[src/rtl/shreg_pkg.sv]
package shreg_pkg;

  // Operation selected for the next falling clock edge.
  typedef enum logic [1:0] {
    OP_HOLD   = 2'd0,
    OP_SLOAD  = 2'd1,
    OP_RECIRC = 2'd2,
    OP_PLOAD  = 2'd3
  } shreg_op_e;

endpackage

[src/rtl/shreg_rst_sync.sv]
module shreg_rst_sync #(
  parameter int STAGES = 2
) (
  input  logic clk,
  input  logic rst_n,
  output logic rst_sync_n
);

  logic [STAGES-1:0] stage_q;
  logic [STAGES-1:0] stage_d;

  generate
    if (STAGES == 1) begin : g_single
      always_comb stage_d = 1'b1;
    end else begin : g_chain
      always_comb stage_d = {stage_q[STAGES-2:0], 1'b1};
    end
  endgenerate

  // Assertion is asynchronous, release follows the falling clock edge.
  always_ff @(negedge clk or negedge rst_n) begin
    if (!rst_n) stage_q <= '0;
    else        stage_q <= stage_d;
  end

  assign rst_sync_n = stage_q[STAGES-1];

endmodule

[src/rtl/shreg_decode.sv]
module shreg_decode
  import shreg_pkg::*;
(
  input  logic      rst_ok,
  input  logic      cs_n,
  input  logic      rw,
  input  logic      mode,
  output shreg_op_e op,
  output logic      drive_en
);

  always_comb begin
    if (!rst_ok || cs_n) op = OP_HOLD;
    else if (!rw)        op = OP_SLOAD;
    else if (!mode)      op = OP_RECIRC;
    else                 op = OP_PLOAD;
  end

  assign drive_en = rst_ok & ~cs_n & rw;

endmodule

[src/rtl/shreg_core.sv]
module shreg_core
  import shreg_pkg::*;
#(
  parameter int WIDTH = 16
) (
  input  logic             clk,
  input  logic             rst_n,
  input  shreg_op_e        op,
  input  logic             ser_in,
  input  logic [WIDTH-1:0] par_in,
  output logic [WIDTH-1:0] q
);

  localparam int TOP = WIDTH - 1;

  logic [WIDTH-1:0] q_r;
  logic [WIDTH-1:0] q_nxt;
  logic             upd_en;

  always_comb begin
    upd_en = (op != OP_HOLD);
    unique case (op)
      OP_SLOAD:  q_nxt = {q_r[TOP-1:0], ser_in};
      OP_RECIRC: q_nxt = {q_r[TOP-1:0], q_r[TOP]};
      OP_PLOAD:  q_nxt = par_in;
      default:   q_nxt = q_r;
    endcase
  end

  always_ff @(negedge clk or negedge rst_n) begin
    if (!rst_n)      q_r <= '0;
    else if (upd_en) q_r <= q_nxt;
  end

  assign q = q_r;

endmodule

[src/rtl/shreg_cs_monitor.sv]
module shreg_cs_monitor (
  input  logic clk,
  input  logic rst_n,
  input  logic cs_n,
  output logic viol
);

  // Chip select level seen at the last rising edge.
  logic cs_hi_q;
  logic viol_q;
  logic viol_d;

  always_ff @(posedge clk or negedge rst_n) begin
    if (!rst_n) cs_hi_q <= 1'b1;
    else        cs_hi_q <= cs_n;
  end

  // Low at the rising edge, high at the falling edge: released while clk high.
  always_comb viol_d = cs_n & ~cs_hi_q;

  always_ff @(negedge clk or negedge rst_n) begin
    if (!rst_n) viol_q <= 1'b0;
    else        viol_q <= viol_d;
  end

  assign viol = viol_q;

endmodule

[src/rtl/bidir_recirc_shreg.sv]
module bidir_recirc_shreg
  import shreg_pkg::*;
#(
  parameter int WIDTH       = 16,
  parameter int SYNC_STAGES = 2
) (
  input  logic             clk,
  input  logic             rst_n,
  input  logic             cs_n,
  input  logic             rw,
  input  logic             mode,
  input  logic [WIDTH-1:0] par_in,
  input  logic             sio_in,
  output logic             sio_out,
  output logic             sio_oe,
  output logic             glitch_err,
  output logic [WIDTH-1:0] dbg_q
);

  localparam int TOP = WIDTH - 1;

  logic             rst_sync_n;
  shreg_op_e        op;
  logic             drive_en;
  logic [WIDTH-1:0] q;

  shreg_rst_sync #(.STAGES(SYNC_STAGES)) u_rst (
    .clk        (clk),
    .rst_n      (rst_n),
    .rst_sync_n (rst_sync_n)
  );

  shreg_decode u_dec (
    .rst_ok   (rst_sync_n),
    .cs_n     (cs_n),
    .rw       (rw),
    .mode     (mode),
    .op       (op),
    .drive_en (drive_en)
  );

  shreg_core #(.WIDTH(WIDTH)) u_core (
    .clk    (clk),
    .rst_n  (rst_sync_n),
    .op     (op),
    .ser_in (sio_in),
    .par_in (par_in),
    .q      (q)
  );

  shreg_cs_monitor u_mon (
    .clk   (clk),
    .rst_n (rst_sync_n),
    .cs_n  (cs_n),
    .viol  (glitch_err)
  );

  assign sio_oe  = drive_en;
  assign sio_out = drive_en & q[TOP];
  assign dbg_q   = q;

endmodule

[config.mk]
export PLATFORM = sky130hd
export DESIGN_NAME = bidir_recirc_shreg
export DESIGN_NICKNAME = d
export VERILOG_FILES = /design/src/rtl/shreg_pkg.sv /design/src/rtl/shreg_rst_sync.sv /design/src/rtl/shreg_decode.sv /design/src/rtl/shreg_core.sv /design/src/rtl/shreg_cs_monitor.sv /design/src/rtl/bidir_recirc_shreg.sv
export SDC_FILE = /design/constraint.sdc
export NUM_CORES = 1
export LEC_CHECK = 0
export BUFFER_PORTS_ARGS = -buffer_cell sky130_fd_sc_hd__buf_2
export CAP_MARGIN = 10
export CORE_UTILIZATION = 52
export DETAILED_ROUTE_END_ITERATION = 6
export GPL_TIMING_DRIVEN = 0
export PLACE_DENSITY = 0.84
export SLEW_MARGIN = 20
export SYNTH_ARGS = -nofsm -noshare
export SYNTH_HDL_FRONTEND = slang
export SYNTH_HIERARCHICAL = 1
export SYNTH_SLANG_ARGS = --single-unit
[constraint.sdc]
create_clock -name clk -period 3.97 [get_ports clk]
set_input_delay 0.794 -clock clk [delete_from_list [all_inputs] [get_ports clk]]
set_output_delay 0.794 -clock clk [all_outputs]
set_load 0.005 [all_outputs]
Yosys cells after proc, flatten, opt, wreduce, memory -nomap -nowiden
Cells that the tools add are included.

Equal/unequal tests: 3. Multiplexer cells: 4. Bitwise operators: 6. Reduce and logical (&&, ||, !) cells: 5.

Operators with widths (count): 16-bit one-hot mux with 3 select lines (1); 1-bit AND (4); 2-bit equality test (second input constant) (2); 2-bit two-way mux (2); 3-bit nonzero test (1); 2-bit by 1-bit equality test with 1-bit output (second input constant) (1); 1-bit inverter (2); 2-bit AND reduction (1); 2-bit nonzero test (1); 1-bit logical NOT (1); 1-bit logical OR (1); 1-bit two-way mux (1).

Register bits after elaboration: 20. Bits of input ports: 22. Output and inout port bits: 19. Logic and storage cells: 22.

Depth between registers and ports, before layout
Gate-level depths: netlist of the first run.

Depth after elaboration: 6. Depth in mapped cells: 6. Depth with buffers taken out: 4.

Hierarchy
Netlist of the first run, hierarchy kept.

By module, submodules not included: shreg_core (times used 1, cells each 68, area an instance 933.4 um2, seq. area each 400.4 um2); shreg_cs_monitor (times used 1, cells each 3, area an instance 65.1 um2, seq. area each 51.3 um2); shreg_rst_sync (times used 1, cells each 3, area an instance 53.8 um2, seq. area each 50.0 um2); shreg_decode (times used 1, cells each 4, area an instance 43.8 um2, seq. area each 0.0 um2); bidir_recirc_shreg (times used 1, cells each 1, area an instance 6.3 um2, seq. area each 0.0 um2).

==> impl_metrics.csv, run 1 <==
group,metric,value,unit
run_status,outcome,"finished, final reports clean",
power,ir_drop,0.3087,mV
cells_and_area,utilization,69.95,%
clocking,clock_sink_count,20,
clocking,clk_latency,0.29,ns
clocking,h-tree-depth,1,
cells_and_area,nets,148,
logic_synthesis,synth_area_leaders,"dfrtn_1, mux2i_1, buf_6",
worst_setup_path,critical_path_arrival,3.16,ns
cells_and_area,fin_cells,152,
clocking,cts-root-buf,"clkbuf_4",
worst_setup_path,critPathMaxFanout,3,
floorplanning,io_pins,41,
route,viasPerCell,5.217,
logic_synthesis,ys_ff_latch,20,
route,routedWlPerCell,14.61,um
floorplanning,coreArea,1982,um2
timing,setup_violations,0,
cells_and_area,final_layout_size_suffix_gt1_share,47.20,%
route,antenna_left,0,
timing,finalSetupTns,0,ns
logic_synthesis,syn_area,1102,um2
logic_synthesis,synth_top_area_share,43.13,%
logic_synthesis,syn_nets,101,
route,drt_iter0_drc,8,
place,placed_cells,146,
floorplanning,start_util,55.62,%
clocking,cts.clk_slew.worst_paths,0.07,ns
timing,hold_violations,0,
logic_synthesis,ys_seq_area_share,45.52,%
route,drc_errors,0,
route,wl,2220,um
floorplanning,dieHeight,48.04,um
logic_synthesis,ys_types,11,
worst_setup_path,critical_path_required,3.18,ns
worst_setup_path,critical_path_class,"flip-flop to output port",
cells_and_area,insertedDiodeCount,0,
logic_synthesis,netlist_instances,79,
cells_and_area,fill_cells,140,
place,gp_congestion,0.7081,
global_route,antenna_found_initial,0,
global_route,grt_pass1_vias,773,
global_route,grt_pass1_wl,3312,um
power,power.leakage,0.6474,nW
place,hpwlAfterDp,1555,um
global_route,grt_usage,21.28,%
logic_synthesis,synth_warnings,6,
cells_and_area,mostFrequentLayoutCells,"mux2i_1, buf_2, dfrtn_1",
route,vias,793,
timing,finClkSkew,0.005907,ns
clocking,cts_buffers,3,
cells_and_area,mostFrequentLayoutCell,"mux2i_1",
logic_synthesis,yosysTopAreaCell,"dfrtn_1",
floorplanning,rows,16,
power,power_density,533.6,nW/um2
route,drt-pass1-iter-count,4,
global_route,grt_start_max_net_pins,12,
global_route,overflow,0,
timing,rsz0062_at_grt,"true",
worst_setup_path,endpoint_kind,"output port",
logic_synthesis,synth.avg_cell_area,13.95,um2
timing,final_max_slew_viol_count,0,
clocking,cts_tree,"done",
floorplanning,die-width,48.04,um
worst_setup_path,setup.worst_path.start_class,"flip-flop",
clocking,cts.path.max_buffers,2,
cells_and_area,area_delta_synth_final,25.77,%
worst_setup_path,r2r_cells,1,
place,portBuffers,40,
flow_run,maxCapViolCount,0,
hold_path,hp-class,"flip-flop to async pin",
floorplanning,die_area,2308,um2
==> logic make-up after synthesis <==
family                 Yosys count  synth area share, %
AND/OR/NAND/NOR                  5                5.108
other                            1               0.3402
buffers and inverters            7                6.129
multiplexers                    46                42.91
flip-flops                      20                45.52
==> timing repair <==
item / 4_1_cts / 5_1_grt
gates cloned: 0 / 0
gates resized for setup: 0 / 2
buffers inserted: 2 / 0
setup endpoints to repair: 2 / 1
pin swaps: 0 / 1
hold buffers: 0 / 0
==> metrics by stage <==
| stage | hold WS [ns] | worst slack, ns | instance area [um2] | total power, W |
|---|---|---|---|---|
| final | 0.1467 | 0.01929 | 1386 | 0.0007397 |
| after global routing | 0.1693 | -0.03068 | 1386 | 0.0008007 |
| after CTS | 0.1473 | 0.002248 | 1378 | 0.0007448 |
| after detailed placement | 0.2963 | -0.3231 | 1336 | 0.0006384 |
| after global placement | 0.2840 | -0.2875 | 1336 | 0.0006198 |
| after floorplan | 0.1908 | -0.004178 | 1102 | 0.0005123 |
==> final timing paths <==
| check | start | endpoint | slack (ns) |
|---|---|---|---|
| max | u_rst/stage_q[1]$_DFF_NN0_ | sio_out | 0.02 |
| min | u_rst/stage_q[1]$_DFF_NN0_ | u_core/q[8]$_DFFE_NN0P_ | 0.15 |
| min in group clk | u_rst/stage_q[0]$_DFF_NN0_ | u_rst/stage_q[1]$_DFF_NN0_ | 0.31 |
| max reg2reg | u_mon/cs_hi_q$_DFF_PN1_ | u_mon/viol$_DFF_NN0_ | 1.25 |
| min reg2reg | u_rst/stage_q[1]$_DFF_NN0_ | u_core/q[8]$_DFFE_NN0P_ | 0.15 |
| max in group asynchronous | u_rst/stage_q[1]$_DFF_NN0_ | u_mon/cs_hi_q$_DFF_PN1_ | 1.52 |
==> cell usage after synthesis <==
cell / instances
buf_6: 4
buf_4: 3
and2_1: 1
nor2b_4: 2
nor3b_2: 1
dfrtn_1: 19
and3b_2: 1
mux4_2: 1
dfstp_2: 1
mux2i_1: 45
conb_1: 1
==> routing by layer <==
layer / share of wire [%] / track usage (%) / routed length (um) / vias to the layer above
li1: - / - / - / 377
met2: 52 / 38.65 / 1145 / 23
met5: 0 / 0 / 0 / -
met4: 0.36 / 6.667 / 8 / 0
met3: 4.0 / 4.151 / 88 / 2
met1: 44 / 25.12 / 978 / 391
==> worst max-delay path, cell delays in order, from the launching register on <==
cell and delay, ns:
dfrtn_1 0.42, and3b_2 0.23, and2_4 0.15, buf_6 0.08
==> report_power, final <==
part / switching [W] / internal (W) / total [W]
Clock: 0.0000602 / 0.0000391 / 0.0000993
Combinational: 0.000116 / 0.000154 / 0.000269
Sequential: 0.0000809 / 0.000290 / 0.000371
==> layout make-up <==
class | count | area, um2 | share of cell area, %
Buffer | 7 | 67.56 | 4.874
Clock buffer | 4 | 26.28 | 1.895
Multi-Input combinational cell | 52 | 535.5 | 38.63
Sequential cell | 20 | 501.7 | 36.19
Tap cell | 27 | 33.78 | 2.437
Timing Repair Buffer | 42 | 221.5 | 15.97
==> registers in the layout, indices dropped and copies added (netlist names) <==
| name | count |
|---|---|
| u_core/q | 16 |
| u_rst/stage_q | 2 |
| u_mon/viol | 1 |
| u_mon/cs_hi_q | 1 |
Note: power is estimated with default switching activity, not from simulation.
==> inputs of run 2 (changes only) <==
--- a/config.mk
+++ b/config.mk
@@ -10,6 +10,7 @@
 export CORE_UTILIZATION = 52
 export DETAILED_ROUTE_END_ITERATION = 6
 export GPL_TIMING_DRIVEN = 0
+export MAX_ROUTING_LAYER = met4
 export PLACE_DENSITY = 0.84
 export SLEW_MARGIN = 20
 export SYNTH_ARGS = -nofsm -noshare
==> run 2 against run 1 <==
Effect of this change: hold slack hardly changed; clock power hardly changed; power is essentially flat; wire length is essentially flat; sequential cell count unchanged; utilization unchanged; die area unchanged; global-route usage up 0.69 points; first-iteration DRC count did not move; clock skew barely moved; final cell count unchanged; critical path depth did not move.
==> impl_metrics.csv, run 2 (synthesis results as in run 1) <==
group,metric,value,unit
clocking,cts_hold_buf,0,
timing,hold_ws,0.1467,ns
route,drc_errors,0,
worst_setup_path,setup.worst_path.start_class,"flip-flop",
clocking,cts-root-buf,"clkbuf_4",
floorplanning,coreArea,1982,um2
global_route,grt_pass1_vias,773,
place,hpwlAfterDp,1555,um
global_route,met2_usage,38.65,%
route,routedWlPerCell,14.60,um
timing,hold_violations,0,
worst_setup_path,endpoint_kind,"output port",
global_route,antenna_found_initial,0,
timing,rsz0062_at_grt,"true",
route,wl,2219,um
worst_setup_path,critical_path_class,"flip-flop to output port",
route,vias,793,
timing,layout_setup_ws,0.01930,ns
clocking,cts_buffers,3,
cells_and_area,mostFrequentLayoutCells,"mux2i_1, buf_2, dfrtn_1",
cells_and_area,fin_area,1386,um2
clocking,clock_sink_count,20,
global_route,grt_start_max_net_pins,12,
floorplanning,rows,16,
clocking,h-tree-depth,1,
power,ir_drop,0.3086,mV
clocking,clk_latency,0.29,ns
floorplanning,die_area,2308,um2
clocking,cts_tree,"done",
cells_and_area,mostFrequentLayoutCell,"mux2i_1",
global_route,grt-busiest-layer,"met2",
route,viasPerCell,5.217,
cells_and_area,final_layout_size_suffix_gt1_share,47.20,%
cells_and_area,nets,148,
place,dpl_cell_area,1336,um2
floorplanning,start_util,55.62,%
floorplanning,die-width,48.04,um
clocking,cts.path.max_buffers,2,
route,antenna_left,0,
global_route,globalRouteMet3Util,3.774,%
timing,final_max_slew_viol_count,0,
power,power_density,533.6,nW/um2
cells_and_area,largest_reg_flops,16,
cells_and_area,area_delta_synth_final,25.77,%
worst_setup_path,critical_path_arrival,3.16,ns
power,power.leakage,0.6474,nW
worst_setup_path,critical_path_required,3.18,ns
flow_run,maxCapViolCount,0,
timing,finClkSkew,0.005918,ns
hold_path,hp-class,"flip-flop to async pin",
floorplanning,io_pins,41,
global_route,grt_usage,21.97,%
worst_setup_path,critPathMaxFanout,3,
global_route,met1_usage,25.36,%
run_status,outcome,"finished, final reports clean",
place,portBuffers,40,
route,drt-pass1-iter-count,4,
place,pre_cts_slack,-0.3231,ns
place,gp_congestion,0.7161,
clocking,cts.clk_slew.worst_paths,0.07,ns
floorplanning,dieHeight,48.04,um
cells_and_area,fill_cells,140,
cells_and_area,insertedDiodeCount,0,
route,drt_iter0_drc,8,
timing,setup_violations,0,
global_route,grt_pass1_wl,3305,um
global_route,overflow,0,
==> run 2: through the flow <==
stage	cells	TNS (ns)	utilization [%]	total power, W
after floorplan	79	-0.004178	-	0.0005123
after global placement	146	-0.5348	67.42	0.0006198
after detailed placement	146	-0.6560	67.42	0.0006384
after CTS	152	0	69.51	0.0007448
after global routing	152	-0.03069	69.95	0.0008006
final	152	0	69.95	0.0007398
==> run 2: path summary, 6_finish.rpt <==
check                                      startpoint                    endpoint  slack, ns  cells past startpoint
min                        u_rst/stage_q[1]$_DFF_NN0_     u_core/q[8]$_DFFE_NN0P_       0.15                      1
max reg2reg                   u_mon/cs_hi_q$_DFF_PN1_        u_mon/viol$_DFF_NN0_       1.25                      1
max                        u_rst/stage_q[1]$_DFF_NN0_                     sio_out       0.02                      3
max in group asynchronous  u_rst/stage_q[1]$_DFF_NN0_     u_mon/cs_hi_q$_DFF_PN1_       1.52                      1
min in group clk           u_rst/stage_q[0]$_DFF_NN0_  u_rst/stage_q[1]$_DFF_NN0_       0.31                      0
min reg2reg                u_rst/stage_q[1]$_DFF_NN0_     u_core/q[8]$_DFFE_NN0P_       0.15                      1
==> run 2: area by class of cell <==
class	count	area [um2]	share of cell area (%)
repair buffers	42	221.5	15.97
well taps	27	33.78	2.437
clock buffers	4	26.28	1.895
plain buffers	7	67.56	4.874
flip-flops and latches	20	501.7	36.19
multi-input cells	52	535.5	38.63
==> run 2: report_power, final <==
part,total (W),switching (W),internal [W],leakage [nW]
Combinational,0.000269,0.000116,0.000154,0.390
Clock,0.0000993,0.0000602,0.0000391,0.0150
Sequential,0.000371,0.0000808,0.000290,0.243
Total,0.000740,0.000257,0.000483,0.647
==> run 2: timing repair <==
item	CTS	global route
pin swaps	0	1
gates resized for setup	0	2
setup endpoints to repair	2	1
hold endpoints to repair	0	0
buffers inserted	2	0
==> run 2: routing by layer <==
metal	wire length, um	vias up
met3	86	2
li1	-	377
met4	8	0
met1	981	391
met2	1143	23
met5	0	-
==> run 2: critical path, cell delays in order (launching register included) <==
cell     delay, ns
dfrtn_1       0.42
and3b_2       0.23
and2_4        0.15
buf_6         0.08
